### src/rtl/pdb_pkg.sv
package pdb_pkg;

    localparam int ON_W  = 4;
    localparam int OFF_W = 6;

    localparam int NLANE   = 3;
    localparam int LANE_CS = 0;
    localparam int LANE_WE = 1;
    localparam int LANE_RE = 2;

    typedef logic [ON_W-1:0]  on_t;
    typedef logic [OFF_W-1:0] tk_t;

    localparam tk_t TK_ONE = tk_t'(1);

    typedef enum logic [1:0] {
        ST_IDLE = 2'd0,
        ST_RUN  = 2'd1,
        ST_GAP  = 2'd2
    } seq_state_e;

    // Timing set, latched as one word when an access starts
    typedef struct packed {
        on_t  cs_on;
        on_t  we_on;
        on_t  re_on;
        tk_t  cs_off;
        tk_t  we_off;
        tk_t  re_off;
        tk_t  wr_cyc;
        tk_t  rd_cyc;
        tk_t  gap;
        tk_t  acc;
        logic x2;
    } timing_t;

    function automatic tk_t widen(on_t v);
        return {{(OFF_W-ON_W){1'b0}}, v};
    endfunction

    function automatic tk_t tk_max(tk_t a, tk_t b);
        return (a > b) ? a : b;
    endfunction

    // Cycle length in ticks: never shorter than the CS window
    function automatic tk_t run_len(timing_t t, logic rd);
        return tk_max(rd ? t.rd_cyc : t.wr_cyc, t.cs_off);
    endfunction

    function automatic logic timing_legal(timing_t t);
        logic ok;
        ok = (t.we_off > widen(t.we_on))
          && (t.re_off > widen(t.re_on))
          && (t.cs_off > widen(t.cs_on))
          && (t.cs_off >= t.we_off)
          && (t.cs_off >= t.re_off)
          && (t.wr_cyc >= t.we_off)
          && (t.rd_cyc >= t.re_off)
          && (t.acc > widen(t.re_on))
          && (t.acc <= run_len(t, 1'b1));
        return ok;
    endfunction

endpackage

### src/rtl/pdb_tick_timer.sv
module pdb_tick_timer #(
    parameter int W = 6
) (
    input  logic         clk,
    input  logic         rst,
    input  logic         clear,
    input  logic         en,
    input  logic         x2,
    output logic [W-1:0] tick_q,
    output logic         adv
);
    localparam logic [W-1:0] ONE = W'(1);

    logic half_q;

    // A tick ends on every clock, or on every second clock when doubled
    assign adv = !x2 || half_q;

    always_ff @(posedge clk) begin
        if (rst || clear) begin
            half_q <= 1'b0;
            tick_q <= '0;
        end else if (en) begin
            half_q <= x2 && !half_q;
            if (adv) begin
                tick_q <= tick_q + ONE;
            end
        end
    end

endmodule

### src/rtl/pdb_strobe_lanes.sv
module pdb_strobe_lanes
    import pdb_pkg::*;
#(
    parameter int N = NLANE
) (
    input  logic                clk,
    input  logic                rst,
    input  logic                run_n,
    input  tk_t                 tick_n,
    input  logic [N-1:0]        lane_en,
    input  logic [N-1:0][ON_W-1:0]  on_v,
    input  logic [N-1:0][OFF_W-1:0] off_v,
    input  logic [N-1:0]        act_hi,
    output logic [N-1:0]        act_q,
    output logic [N-1:0]        pin_q
);
    logic [N-1:0] hit_v;

    for (genvar g = 0; g < N; g++) begin : g_lane
        assign hit_v[g] = run_n && lane_en[g]
                       && (widen(on_v[g]) <= tick_n)
                       && (tick_n < off_v[g]);
    end

    always_ff @(posedge clk) begin
        if (rst) begin
            act_q <= '0;
            pin_q <= ~act_hi;
        end else begin
            act_q <= hit_v;
            pin_q <= ~(hit_v ^ act_hi);
        end
    end

endmodule

### src/rtl/pdb_read_capture.sv
module pdb_read_capture #(
    parameter int DATA_W = 16
) (
    input  logic              clk,
    input  logic              rst,
    input  logic              cap,
    input  logic              fin,
    input  logic [DATA_W-1:0] din,
    output logic [DATA_W-1:0] rd_data,
    output logic              rd_valid
);
    always_ff @(posedge clk) begin
        if (rst) begin
            rd_data  <= '0;
            rd_valid <= 1'b0;
        end else begin
            if (cap) begin
                rd_data <= din;
            end
            rd_valid <= fin;
        end
    end

endmodule

### src/rtl/pdb_strobe_seq.sv
module pdb_strobe_seq
    import pdb_pkg::*;
#(
    parameter int DATA_W = 16
) (
    input  logic              clk,
    input  logic              rst,
    input  logic [ON_W-1:0]   cfg_cs_on,
    input  logic [OFF_W-1:0]  cfg_cs_off,
    input  logic [ON_W-1:0]   cfg_we_on,
    input  logic [OFF_W-1:0]  cfg_we_off,
    input  logic [ON_W-1:0]   cfg_re_on,
    input  logic [OFF_W-1:0]  cfg_re_off,
    input  logic [OFF_W-1:0]  cfg_wr_cycle,
    input  logic [OFF_W-1:0]  cfg_rd_cycle,
    input  logic [OFF_W-1:0]  cfg_gap,
    input  logic [OFF_W-1:0]  cfg_access,
    input  logic              cfg_tick_x2,
    input  logic              pol_cs_hi,
    input  logic              pol_we_hi,
    input  logic              pol_re_hi,
    input  logic              pol_a0_inv,
    input  logic              req_valid,
    output logic              req_ready,
    input  logic              req_read,
    input  logic              req_data_sel,
    input  logic [DATA_W-1:0] req_wdata,
    output logic              wr_done,
    output logic              rd_valid,
    output logic [DATA_W-1:0] rd_data,
    output logic              cfg_err,
    output logic              bus_cs,
    output logic              bus_we,
    output logic              bus_re,
    output logic              bus_a0,
    output logic [DATA_W-1:0] bus_dout,
    output logic              bus_oe,
    input  logic [DATA_W-1:0] bus_din
);
    timing_t    cfg_in, cfg_q, cfg_sel;
    seq_state_e st_q, st_n;

    logic              rd_q, dsel_q;
    logic [DATA_W-1:0] wdata_q;

    tk_t  tick_q, tick_inc, tick_n, len_m1, gap_m1;
    logic adv;
    logic accept, legal_in, start, reject;
    logic last_run, gap_end, run_n, rd_sel, cap;

    logic [NLANE-1:0]            lane_en, act_hi, act_v, pin_v;
    logic [NLANE-1:0][ON_W-1:0]  on_v;
    logic [NLANE-1:0][OFF_W-1:0] off_v;

    assign cfg_in = '{cs_on:  cfg_cs_on,    we_on:  cfg_we_on,    re_on: cfg_re_on,
                      cs_off: cfg_cs_off,   we_off: cfg_we_off,   re_off: cfg_re_off,
                      wr_cyc: cfg_wr_cycle, rd_cyc: cfg_rd_cycle, gap:   cfg_gap,
                      acc:    cfg_access,   x2:     cfg_tick_x2};

    // Handshake and legality
    assign req_ready = (st_q == ST_IDLE);
    assign accept    = req_valid && req_ready;
    assign legal_in  = timing_legal(cfg_in);
    assign start     = accept && legal_in;
    assign reject    = accept && !legal_in;

    // Cycle bookkeeping on the latched set
    assign tick_inc = tick_q + TK_ONE;
    assign len_m1   = run_len(cfg_q, rd_q) - TK_ONE;
    assign gap_m1   = cfg_q.gap - TK_ONE;
    assign last_run = (st_q == ST_RUN) && adv && (tick_q == len_m1);
    assign gap_end  = (st_q == ST_GAP) && adv && (tick_q == gap_m1);

    always_comb begin
        st_n = st_q;
        unique case (st_q)
            ST_IDLE: if (start)    st_n = ST_RUN;
            ST_RUN:  if (last_run) st_n = (cfg_q.gap != '0) ? ST_GAP : ST_IDLE;
            ST_GAP:  if (gap_end)  st_n = ST_IDLE;
            default:               st_n = ST_IDLE;
        endcase
    end

    pdb_tick_timer #(
        .W (OFF_W)
    ) timer_i (
        .clk    (clk),
        .rst    (rst),
        .clear  (start || last_run),
        .en     (st_q != ST_IDLE),
        .x2     (cfg_q.x2),
        .tick_q (tick_q),
        .adv    (adv)
    );

    // Strobes are computed from the tick of the coming clock, so the
    // registered pins line up with the tick count
    assign tick_n  = start ? '0 : (adv ? tick_inc : tick_q);
    assign run_n   = (st_n == ST_RUN);
    assign cfg_sel = start ? cfg_in : cfg_q;
    assign rd_sel  = start ? req_read : rd_q;

    assign on_v[LANE_CS]  = cfg_sel.cs_on;
    assign on_v[LANE_WE]  = cfg_sel.we_on;
    assign on_v[LANE_RE]  = cfg_sel.re_on;
    assign off_v[LANE_CS] = cfg_sel.cs_off;
    assign off_v[LANE_WE] = cfg_sel.we_off;
    assign off_v[LANE_RE] = cfg_sel.re_off;

    assign lane_en[LANE_CS] = 1'b1;
    assign lane_en[LANE_WE] = !rd_sel;
    assign lane_en[LANE_RE] = rd_sel;

    assign act_hi[LANE_CS] = pol_cs_hi;
    assign act_hi[LANE_WE] = pol_we_hi;
    assign act_hi[LANE_RE] = pol_re_hi;

    pdb_strobe_lanes #(
        .N (NLANE)
    ) lanes_i (
        .clk     (clk),
        .rst     (rst),
        .run_n   (run_n),
        .tick_n  (tick_n),
        .lane_en (lane_en),
        .on_v    (on_v),
        .off_v   (off_v),
        .act_hi  (act_hi),
        .act_q   (act_v),
        .pin_q   (pin_v)
    );

    assign bus_cs = pin_v[LANE_CS];
    assign bus_we = pin_v[LANE_WE];
    assign bus_re = pin_v[LANE_RE];

    // Read sample at the edge that opens the access tick
    assign cap = (st_q == ST_RUN) && rd_q && adv && (tick_inc == cfg_q.acc);

    pdb_read_capture #(
        .DATA_W (DATA_W)
    ) rdcap_i (
        .clk      (clk),
        .rst      (rst),
        .cap      (cap),
        .fin      (last_run && rd_q),
        .din      (bus_din),
        .rd_data  (rd_data),
        .rd_valid (rd_valid)
    );

    always_ff @(posedge clk) begin
        if (rst) begin
            st_q     <= ST_IDLE;
            cfg_q    <= '0;
            rd_q     <= 1'b0;
            dsel_q   <= 1'b0;
            wdata_q  <= '0;
            bus_a0   <= pol_a0_inv;
            bus_oe   <= 1'b0;
            bus_dout <= '0;
            wr_done  <= 1'b0;
            cfg_err  <= 1'b0;
        end else begin
            st_q <= st_n;
            if (start) begin
                cfg_q   <= cfg_in;
                rd_q    <= req_read;
                dsel_q  <= req_data_sel;
                wdata_q <= req_wdata;
            end
            bus_a0   <= (start ? req_data_sel : dsel_q) ^ pol_a0_inv;
            bus_oe   <= run_n && !rd_sel;
            bus_dout <= start ? req_wdata : wdata_q;
            wr_done  <= last_run && !rd_q;
            cfg_err  <= reject;
        end
    end

    // the two data strobes never overlap
    a_r10_we_re_exclusive: assert property (@(posedge clk) disable iff (rst)
        !(act_v[LANE_WE] && act_v[LANE_RE]));

    // no new request while CS is asserted
    a_r5_busy_not_ready: assert property (@(posedge clk) disable iff (rst)
        act_v[LANE_CS] |-> !req_ready);

    // end pulses are exclusive
    a_r3_done_excl: assert property (@(posedge clk) disable iff (rst)
        !(wr_done && rd_valid));

    // a rejection leaves the bus idle and the port open
    a_r8_err_idle: assert property (@(posedge clk) disable iff (rst)
        cfg_err |-> (req_ready && !act_v[LANE_CS]));

    // A0 held through an access
    a_r6_a0_steady: assert property (@(posedge clk) disable iff (rst)
        (st_q == ST_RUN && $past(st_q == ST_RUN)) |-> $stable(bus_a0));

    // the tick never passes the end of the cycle
    a_r2_tick_bound: assert property (@(posedge clk) disable iff (rst)
        (st_q == ST_RUN) |-> (tick_q <= len_m1));

endmodule

### config.mk
export PLATFORM = sky130hd
export DESIGN_NAME = pdb_strobe_seq
export DESIGN_NICKNAME = d
export VERILOG_FILES = /design/src/rtl/pdb_pkg.sv /design/src/rtl/pdb_tick_timer.sv /design/src/rtl/pdb_strobe_lanes.sv /design/src/rtl/pdb_read_capture.sv /design/src/rtl/pdb_strobe_seq.sv
export SDC_FILE = /design/constraint.sdc
export NUM_CORES = 1
export LEC_CHECK = 0
export ABC_AREA = 1
export BUFFER_PORTS_ARGS = -buffer_cell sky130_fd_sc_hd__buf_2
export CAP_MARGIN = 10
export CORE_ASPECT_RATIO = 1.1
export CORE_MARGIN = 5
export CORE_UTILIZATION = 40
export DETAILED_ROUTE_END_ITERATION = 12
export GPL_ROUTABILITY_DRIVEN = 0
export GPL_TIMING_DRIVEN = 0
export MAX_ROUTING_LAYER = met4
export PLACE_DENSITY = 0.61
export SLEW_MARGIN = 20
export SYNTH_ARGS = -nofsm -noshare
export SYNTH_HDL_FRONTEND = slang
export SYNTH_SLANG_ARGS = --single-unit
### constraint.sdc
create_clock -name clk -period 13.8 [get_ports clk]
set_input_delay 0.69 -clock clk [delete_from_list [all_inputs] [get_ports clk]]
set_output_delay 0.69 -clock clk [all_outputs]
set_load 0.005 [all_outputs]
==> results.md, run 1 <==
- Outcome: complete, no violations
- Fillers: 1799
- Ratio of cells with drive above 1 in the final layout: 17.72%
- Ys Warns: 0
- Std-Cell Core Area: 0.01695 mm²
- Clk buf depth: 2
- Library cells used by synthesis: 47
- Residual DRC: 0
- Die area: 0.01994 mm²
- DR WL/cell: 15.20 µm
- Crit path time final: 5.820 ns
- Register bit total from synthesis: 106
- Area Growth Syn to Fin: 18.21%
- DIE HEIGHT: 147.6 µm
- GRT Util Overall: 21.79%
- Max Cap Viol: 0
- Initial antenna violation count: 0
- Routed wire length: 20.80 mm
- Largest net degree at the start of global routing: 20
- Critical path capture point type: register
- CP Data Arrival Time: 6.11 ns
- Hold depth: 2
- Worst Hold Class: reg -> reg
- Syn_nets: 1165
- Commonest non-fill, non-tap cell in the layout: nand2_1
- Crit path largest cell delay: 0.50 ns
- Antenna-violating nets left: 0
- Synth Area per Inst: 7.003 µm²
- Vias per inst: 4.825
- Hold buffer count at cts: 0
- Setup violators final: 0
- Root Driver: clkbuf_16
- Unrepaired setup endpoints after global routing: false
- Worst setup SP type: input port
- Leak Pwr: 4.098 nW
- R2R depth: 17
- Placement Cell Area: 0.007853 mm²
- Commonest cells after routing, fill and taps aside: nand2_1, buf_2, inv_1
- # H-tree levels: 3
- Hold Violations, Final: 0
- Initial Util: 40.61%
- CTS buffer count: 9
- Drt pass-1 iters: 5
- Crit share post-route: 42.17%
- IO Port Bufs: 135
- NumNets Final: 1311
- IO Pins: 137
- Critical path class: in -> reg
- CTS sink count: 106
- Vias in the first global route: 6581
- Worst-Margin Slew: 0.6619 ns
- Clock Pin Slew Worst Setup and Hold Paths: 0.08 ns
- First-pass GRT wire length: 33.30 mm
- Residual overflow from global routing: 0
- Ranking of synthesized cells by area: dfxtp_1, ha_1, nand2_1
- Postcts setup bufs: 0
- Register area share after synthesis: 30.83%
- Rows: 50
- Drt first-iter violations: 370
- Die width: 135.1 µm
- Design area: 0.008138 mm²
- Post-synth EDFFs: 0
- Peak supply drop: 59.65 µV
- Setup TNS: 0 ns
- Cells after synthesis: 983
- CP max FO: 10
- Worst-Skew Late Latency: 0.36 ns
- Yosys top cell area share: 30.83%
- Worst EP required: 14.09 ns
- Pwr Density: 86.60 mW/mm²
- Pins over their slew limit: 0
- CTS tree: built
- Slew margin rel.: 55.87%
- Hold slack: 0.4566 ns
- Crit-path slowest cell: buf_1
- Achievable Freq: 0.1718 GHz
- Asr flop ratio synth: 0%
- Cell Area, Synth: 0.006884 mm²
- DR vias: 6601
- Number of diodes: 0
- DP HPWL: 16.73 mm
- Yosys top cell by area: dfxtp_1
- Post-CTS Resized: 0
- Clk_skew: 0.01049 ns
- Most used flip-flop cell after synthesis: dfxtp_1
-- layer usage --
metal  vias to the layer above  track usage, %  share of wire [%]
li1                       3479               -                  -
met1                      2948           26.46                 45
met2                       129           36.58                 48
met3                        45           3.029                3.7
met4                         0           8.417                3.3
met5                         -               -                  0
-- where the power goes --
part | internal [W] | switching (W)
sequential | 0.000309 | 0.00000132
clock | 0.000127 | 0.000131
combinational | 0.0000519 | 0.0000845
total | 0.000488 | 0.000217
-- worst paths after layout --
kind / startpoint / slack [ns] / end
max: cfg_cs_off[1] / 7.98 / lanes_i.pin_q[0]$_DFF_P_
min: cfg_q[15]$_SDFFE_PP0P_ / 0.46 / cfg_q[15]$_SDFFE_PP0P_
max reg2reg: st_q[1]$_SDFF_PP0_ / 9.94 / lanes_i.pin_q[0]$_DFF_P_
min reg2reg: cfg_q[15]$_SDFFE_PP0P_ / 0.46 / cfg_q[15]$_SDFFE_PP0P_
-- synth_stat cells (all sizes together) (3+ instances only) --
master / count
a211oi: 6
a21oi: 67
a41oi: 3
and2: 9
buf: 15
clkbuf: 20
dfxtp: 106
ha: 86
inv: 138
nand2: 238
nand3: 42
nand4: 12
nor2: 106
nor3: 4
o211ai: 3
o21ai: 90
o21bai: 4
o22ai: 4
xnor2: 4
xor2: 12
-- critical path, delay by kind of cell --
family                   cells  cell delay (ns)
buffers and inverters        9             1.80
AO/OA/AOI/OAI                8             1.48
XOR/XNOR                     1             0.15
AND/OR/NAND/NOR             11             1.05
adder cells (fa/ha/maj)      3             0.92
-- cell type report --
cell class	count	area (µm²)	area share, %
multi-input combinational	704	4070	50.02
inverter	138	518.0	6.365
timing repair buffer	135	675.6	8.303
clock inverter	6	56.30	0.6919
buffer	35	173.9	2.137
clock buffer	10	229.0	2.814
tap	234	292.8	3.598
sequential	106	2122	26.08
-- state kept, by name, summed over array words and instances (netlist names) --
register and count:
cfg_q 55, rdcap_i.rd_data 16, wdata_q 16, timer_i.tick_q 6, lanes_i.pin_q 3, st_q 2
bus_a0 1, bus_oe 1, cfg_err 1, dsel_q 1, rd_q 1, rdcap_i.rd_valid 1
timer_i.half_q 1, wr_done 1
-- logic make-up after synthesis --
kind of cell / Yosys count / synth area share (%)
compound gates: 188 / 15.32
xor+xnor: 16 / 2.036
fa+ha+maj: 86 / 15.63
buf+inv: 173 / 10.05
flops: 106 / 30.83
mux: 1 / 0.1454
simple gates: 413 / 25.99
-- metrics by stage --
| step | instances | utilization [%] | worst slack [ns] | total power [W] |
|---|---|---|---|---|
| 3_3_place_gp | 1352 | 46.32 | 7.625 | 0.0004512 |
| 5_1_grt | 1368 | 48.00 | 7.424 | 0.0007436 |
| 2_1_floorplan | 983 | - | 8.784 | 0.0004088 |
| 4_1_cts | 1368 | 48.00 | 7.965 | 0.0007084 |
| 6_report | 1368 | 48.00 | 7.980 | 0.0007048 |
| 3_5_place_dp | 1352 | 46.32 | 7.609 | 0.0004531 |
(Power assumes the default switching activity.)
==> inputs of run 2 (changes only) <==
- clock period: 13.8 -> 5.4 ns (I/O delays scaled with it)
==> run 2 against run 1 <==
Net effect:
- non-clock buffer count decreased by 1
- cell area barely moved
- setup slack worse by 7.6 ns
- via count rose by 0.44%
- critical path type unchanged
- highest routed layer unchanged
==> results.md, run 2 (synthesis results as in run 1) <==
- Area Growth Syn to Fin: 18.32%
- Largest register by flop count: cfg_q
- Ratio of cells with drive above 1 in the final layout: 17.92%
- Crit path largest cell delay: 0.38 ns
- Achievable Freq: 0.1995 GHz
- R2R depth: 18
- Postcts setup bufs: 0
- Pwr Density: 221.2 mW/mm²
- Pins over their slew limit: 0
- Slew margin rel.: 56.12%
- Leak Pwr: 4.103 nW
- Worst-Margin Slew: 0.6582 ns
- Root Driver: clkbuf_16
- CTS sink count: 106
- Antenna-violating nets left: 0
- Global routing usage on met3: 3.063%
- GRT Util Overall: 21.77%
- Met1 Use GR: 26.42%
- Outcome: complete, no violations
- DR vias: 6630
- Biggest registers after layout: cfg_q (55), rdcap_i.rd_data (16), wdata_q (16)
- Initial Util: 40.61%
- Commonest cells after routing, fill and taps aside: nand2_1, buf_2, inv_1
- CTS tree: built
- Worst reg2reg path startpoint: st_q[1]$_SDFF_PP0_
- GR peak layer: met2
- First-pass GRT wire length: 33.28 mm
- Critical path class: in -> reg
- CP Data Arrival Time: 5.28 ns
- Drt pass-1 iters: 5
- Vias per inst: 4.850
- Hold Violations, Final: 0
- Residual overflow from global routing: 0
- Largest register FFs: 55
- R2R Setup Slk: 1.72 ns
- Vias in the first global route: 6571
- IO Port Bufs: 135
- Clk_skew: 0.009128 ns
- Worst-Skew Late Latency: 0.36 ns
- Worst setup SP type: input port
- Hold Startpoint: pol_a0_inv
- IO Pins: 137
- Rows: 50
- DIE HEIGHT: 147.6 µm
- DR WL/cell: 15.23 µm
- Initial antenna violation count: 0
- Worst EP required: 5.67 ns
- Drt first-iter violations: 361
- Setup violators final: 0
- Met2 GRT Util: 36.45%
- Max Cap Viol: 0
- Clk buf depth: 2
- Residual DRC: 0
- Design area: 0.008145 mm²
- Critical path capture point type: register
- # H-tree levels: 3
- Std-Cell Core Area: 0.01695 mm²
- Hold depth: 2
- Commonest non-fill, non-tap cell in the layout: nand2_1
- CTS buffer count: 9
- Crit path time final: 5.013 ns
- DP HPWL: 16.73 mm
- Worst Hold End: bus_a0$_DFF_P_
- R2R Path End: lanes_i.pin_q[2]$_DFF_P_
- Dpl cells: 1352
- Die area: 0.01994 mm²
- Routed wire length: 20.82 mm
- Crit-path slowest cell: ha_1
- NumNets Final: 1310
- Worst Hold Class: in -> reg
- Number of diodes: 0
- Non-filler cells, final: 1367
- Placement Cell Area: 0.007853 mm²
- Crit path top cell by count: nand2_1
- Peak supply drop: 153.2 µV
- Die width: 135.1 µm
- CP max FO: 10
- Largest net degree at the start of global routing: 20
- Crit share post-route: 92.83%
- Fillers: 1800
- Clock Pin Slew Worst Setup and Hold Paths: 0.08 ns
==> run 2: cell count changes in the layout (fill, tap and decap cells not counted) <==
cell	change
clkbuf_4	+1
o21ai_0	-1
clkbuf_2	+1
clkbuf_1	-1
buf_2	-1
o32ai_1	-1
o21ai_1	+1
buf_1	-1
o32ai_2	+1
==> run 2: layout make-up <==
cell class | instances | area (µm²) | share of cell area, %
Timing Repair Buffer | 135 | 675.6 | 8.295
Clock buffer | 10 | 229.0 | 2.811
Buffer | 34 | 173.9 | 2.135
Clock inverter | 6 | 56.30 | 0.6912
Multi-Input combinational cell | 704 | 4078 | 50.06
Inverter | 138 | 518.0 | 6.359
Sequential cell | 106 | 2122 | 26.05
Tap cell | 234 | 292.8 | 3.594
==> run 2: per-stage QoR <==
| stage | power, W | utilization [%] | setup TNS (ns) | setup slack (ns) | hold WS, ns |
|---|---|---|---|---|---|
| after CTS | 0.001810 | 47.98 | 0 | 0.1893 | 0.09207 |
| after detailed placement | 0.001158 | 46.32 | -0.5840 | -0.3710 | 0.4459 |
| after global placement | 0.001153 | 46.32 | -0.5269 | -0.3548 | 0.4405 |
| final | 0.001802 | 48.04 | 0 | 0.3870 | 0.09655 |
| after global routing | 0.001902 | 48.04 | -0.01970 | -0.01093 | 0.09534 |
| after floorplan | 0.001045 | - | 0 | 0.8040 | 0.3679 |
==> run 2: repair_timing <==
item / in CTS / in global routing
cloned: 0 / 0
setup endpoints to repair: 1 / 3
gates resized for setup: 0 / 5
hold buffers: 0 / 0
==> run 2: power by group <==
part           internal, W  switching [W]  total (W)  leakage, nW
combinational     0.000134       0.000216   0.000350         3.11
sequential        0.000789     0.00000340   0.000792        0.856
clock             0.000325       0.000336   0.000660        0.138
==> run 2: worst max-delay path: cells and delay by family <==
kind | cells | cell delay (ns)
buffers and inverters | 9 | 1.45
AOI/OAI and AO/OA | 10 | 1.40
and+or+nand+nor | 11 | 1.15
adders and majority gates | 3 | 0.99
==> run 2: worst max-delay path by stage <==
stage / startpoint / to / cells after the start
after floorplan: cfg_cs_off[1] / lanes_i.pin_q[0]$_DFF_P_ / 31
after global placement: cfg_cs_off[1] / lanes_i.pin_q[0]$_DFF_P_ / 32
after detailed placement: cfg_cs_off[1] / lanes_i.pin_q[0]$_DFF_P_ / 32
after CTS: cfg_cs_off[1] / lanes_i.pin_q[2]$_DFF_P_ / 33
after global routing: cfg_cs_off[1] / lanes_i.pin_q[2]$_DFF_P_ / 33
final: cfg_cs_off[1] / lanes_i.pin_q[2]$_DFF_P_ / 33
==> run 2: per-layer routing <==
layer | share of wire [%] | routed length [µm]
met1 | 45 | 9384
met2 | 48 | 9933
met3 | 3.7 | 770
met4 | 3.5 | 733
met5 | 0 | 0
==> inputs of run 3 (changes only) <==
- ABC_AREA: 1 -> not set
- CORE_UTILIZATION: 40 -> 55
- PLACE_DENSITY: 0.61 -> 0.8
==> run 3 against run 2 <==
Net effect:
- critical endpoint is now lanes_i.pin_q[1]$_DFF_P_
- first-iteration DRC count rose by 65%
- combinational power is 31% lower
- fmax shrank 5.0%
- clock skew is 0.00054 ns higher
==> results.md, run 3 <==
- Met2 GRT Util: 46.13%
- Clk_skew: 0.009669 ns
- First-pass GRT wire length: 33.06 mm
- CP delay by family, top: compound AO/OA/AOI/OAI gates
- Count leader, synth: nand2_1
- Hold buffer count at cts: 0
- Placement Cell Area: 0.007752 mm²
- DR WL/cell: 18.11 µm
- Achievable Freq: 0.1895 GHz
- Crit path top cell by count: ha_1
- Synth Area per Inst: 8.093 µm²
- Register bit total from synthesis: 106
- CTS sink count: 106
- Largest register by flop count: cfg_q
- Clk buf depth: 2
- Std-Cell Core Area: 0.01214 mm²
- Pins over their slew limit: 0
- Initial Util: 56.67%
- Pwr Density: 209.5 mW/mm²
- Area Growth Syn to Fin: 19.32%
- Slew margin rel.: 43.06%
- Peak supply drop: 193.8 µV
- IO Pins: 137
- Critical path capture point type: register
- Worst EP required: 5.70 ns
- Design area: 0.008208 mm²
- Drt pass-1 iters: 7
- Most used flip-flop cell after synthesis: dfxtp_1
- DIE HEIGHT: 127.3 µm
- Die area: 0.01485 mm²
- Hold Violations, Final: 0
- Setup violators final: 0
- Library cells used by synthesis: 70
- Commonest non-fill, non-tap cell in the layout: buf_2
- CTS buffer count: 9
- Leak Pwr: 3.673 nW
- Number of diodes: 0
- Syn_nets: 1032
- Setup WS post-layout: 0.1221 ns
- Vias per inst: 5.881
- Largest register FFs: 55
- DP HPWL: 16.56 mm
- Initial antenna violation count: 0
- Non-filler cells, final: 1161
- Yosys top cell by area: dfxtp_1
- Fillers: 1020
- NumNets Final: 1184
- Post-synth EDFFs: 0
- Asr flop ratio synth: 0%
- Commonest cells after routing, fill and taps aside: buf_2, nand2_1, dfxtp_1
- Die width: 116.6 µm
- Cell Area, Synth: 0.006879 mm²
- Dpl cells: 1140
- CP max FO: 10
- Crit share post-route: 97.74%
- Outcome: complete, no violations
- Cells after synthesis: 850
- Rows: 42
- Crit path largest cell delay: 0.34 ns
- Ratio of cells with drive above 1 in the final layout: 21.65%
- IO Port Bufs: 136
- Drt first-iter violations: 595
- Crit path time final: 5.278 ns
- Worst Hold Class: in -> reg
- Residual DRC: 0
- Yosys top cell area share: 30.85%
- Synth cell count leaders: nand2_1, dfxtp_1, a21oi_1, ha_1, nor2_1
- Biggest registers after layout: cfg_q (55), rdcap_i.rd_data (16), wdata_q (16)
- Setup TNS: 0 ns
- Worst setup SP type: input port
- Power Total: 0.001719 W
- Residual overflow from global routing: 0
- Setup WS pre-CTS: -1.179 ns
- Clock Pin Slew Worst Setup and Hold Paths: 0.08 ns
- Crit-path slowest cell: ha_1
- Vias in the first global route: 6667
- DR vias: 6828
- CP Data Arrival Time: 5.58 ns
- Register area share after synthesis: 30.85%
- CTS tree: built
- Routed wire length: 21.03 mm
- GR peak layer: met2
- Max Cap Viol: 0
- Critical path class: in -> reg
- Ys Warns: 0
- Antenna-violating nets left: 0
- CP bufs+invs: 5
- Met1 Use GR: 35.57%
- Root Driver: clkbuf_16
- Worst-Skew Late Latency: 0.37 ns
- Worst-Margin Slew: 0.8480 ns
- Global routing usage on met3: 4.494%
- Ranking of synthesized cells by area: dfxtp_1, ha_1, nand2_1
- Largest net degree at the start of global routing: 23
- GRT Util Overall: 29.15%
- # H-tree levels: 3
## run 3: cell count changes after synthesis, sizes merged, moves of 24 or more
cell,change
o21ai,-63
nor2,-24
nand3,-33
mux2i,+24
inv,-91
nand2,-102
a21oi,+27
## run 3: logic make-up after synthesis
logic type / share of synthesized area, %
fa+ha+maj: 15.64
xor+xnor: 4.565
flops: 30.85
simple gates: 21.35
mux: 4.511
buf+inv: 4.929
compound gates: 18.15
## run 3: layer usage
metal  vias to the layer above  share of wire [%]
met5                         -                  0
met3                        95                7.7
met1                      3130                 39
li1                       3283                  -
met2                       320                 47
met4                         0                5.8
## run 3: path summary, 6_finish.rpt
path / from / endpoint / slack (ns) / cells past startpoint
setup / recovery: cfg_cs_off[1] / lanes_i.pin_q[1]$_DFF_P_ / 0.12 / 28
hold / removal: pol_cs_hi / lanes_i.pin_q[0]$_DFF_P_ / 0.08 / 2
setup reg to reg: rd_q$_SDFF_PP0_ / lanes_i.pin_q[1]$_DFF_P_ / 0.92 / 16
hold reg to reg: wdata_q[12]$_SDFFE_PP0P_ / wdata_q[12]$_SDFFE_PP0P_ / 0.45 / 2
## run 3: cell type report
| cell class | count | area, µm² | share of cell area, % |
|---|---|---|---|
| Buffer | 36 | 186.4 | 2.271 |
| Inverter | 47 | 176.4 | 2.149 |
| Clock buffer | 9 | 225.2 | 2.744 |
| Sequential cell | 106 | 2122 | 25.85 |
| Clock inverter | 7 | 88.84 | 1.082 |
| Timing Repair Buffer | 141 | 718.2 | 8.750 |
| Multi-Input combinational cell | 661 | 4498 | 54.80 |
| Tap cell | 154 | 192.7 | 2.348 |
## run 3: power by group
part           internal (W)  switching, W
Clock              0.000337      0.000355
Combinational     0.0000997      0.000141
Sequential         0.000785    0.00000204
Total               0.00122      0.000498
## run 3: repair_timing
item / CTS / global route
buffers inserted: 4 / 1
pin swaps: 3 / 4
setup endpoints to repair: 3 / 3
endpoints found under the hold margin: 0 / 0
gates resized for setup: 15 / 16
## run 3: worst reg2reg max path: stages (launching register included)
cell	delay [ns]
dfxtp_1	0.42
buf_6	0.18
mux2_2	0.38
ha_1	0.32
nand4_1	0.22
nor2_2	0.41
o21ai_0	0.28
nor2_1	0.15
a21oi_1	0.06
ha_1	0.24
xnor2_1	0.13
or3_1	0.31
a211oi_1	0.33
a41oi_1	0.21
o2111ai_1	0.44
nor3_2	0.13
xnor2_1	0.14
## run 3: stage by stage
step                hold WS (ns)  util (%)
finish                   0.07569     67.61
global route             0.08368     67.61
CTS                      0.07783     67.08
detailed placement        0.4434     63.86
global placement          0.4388     63.86
floorplan                 0.3609         -
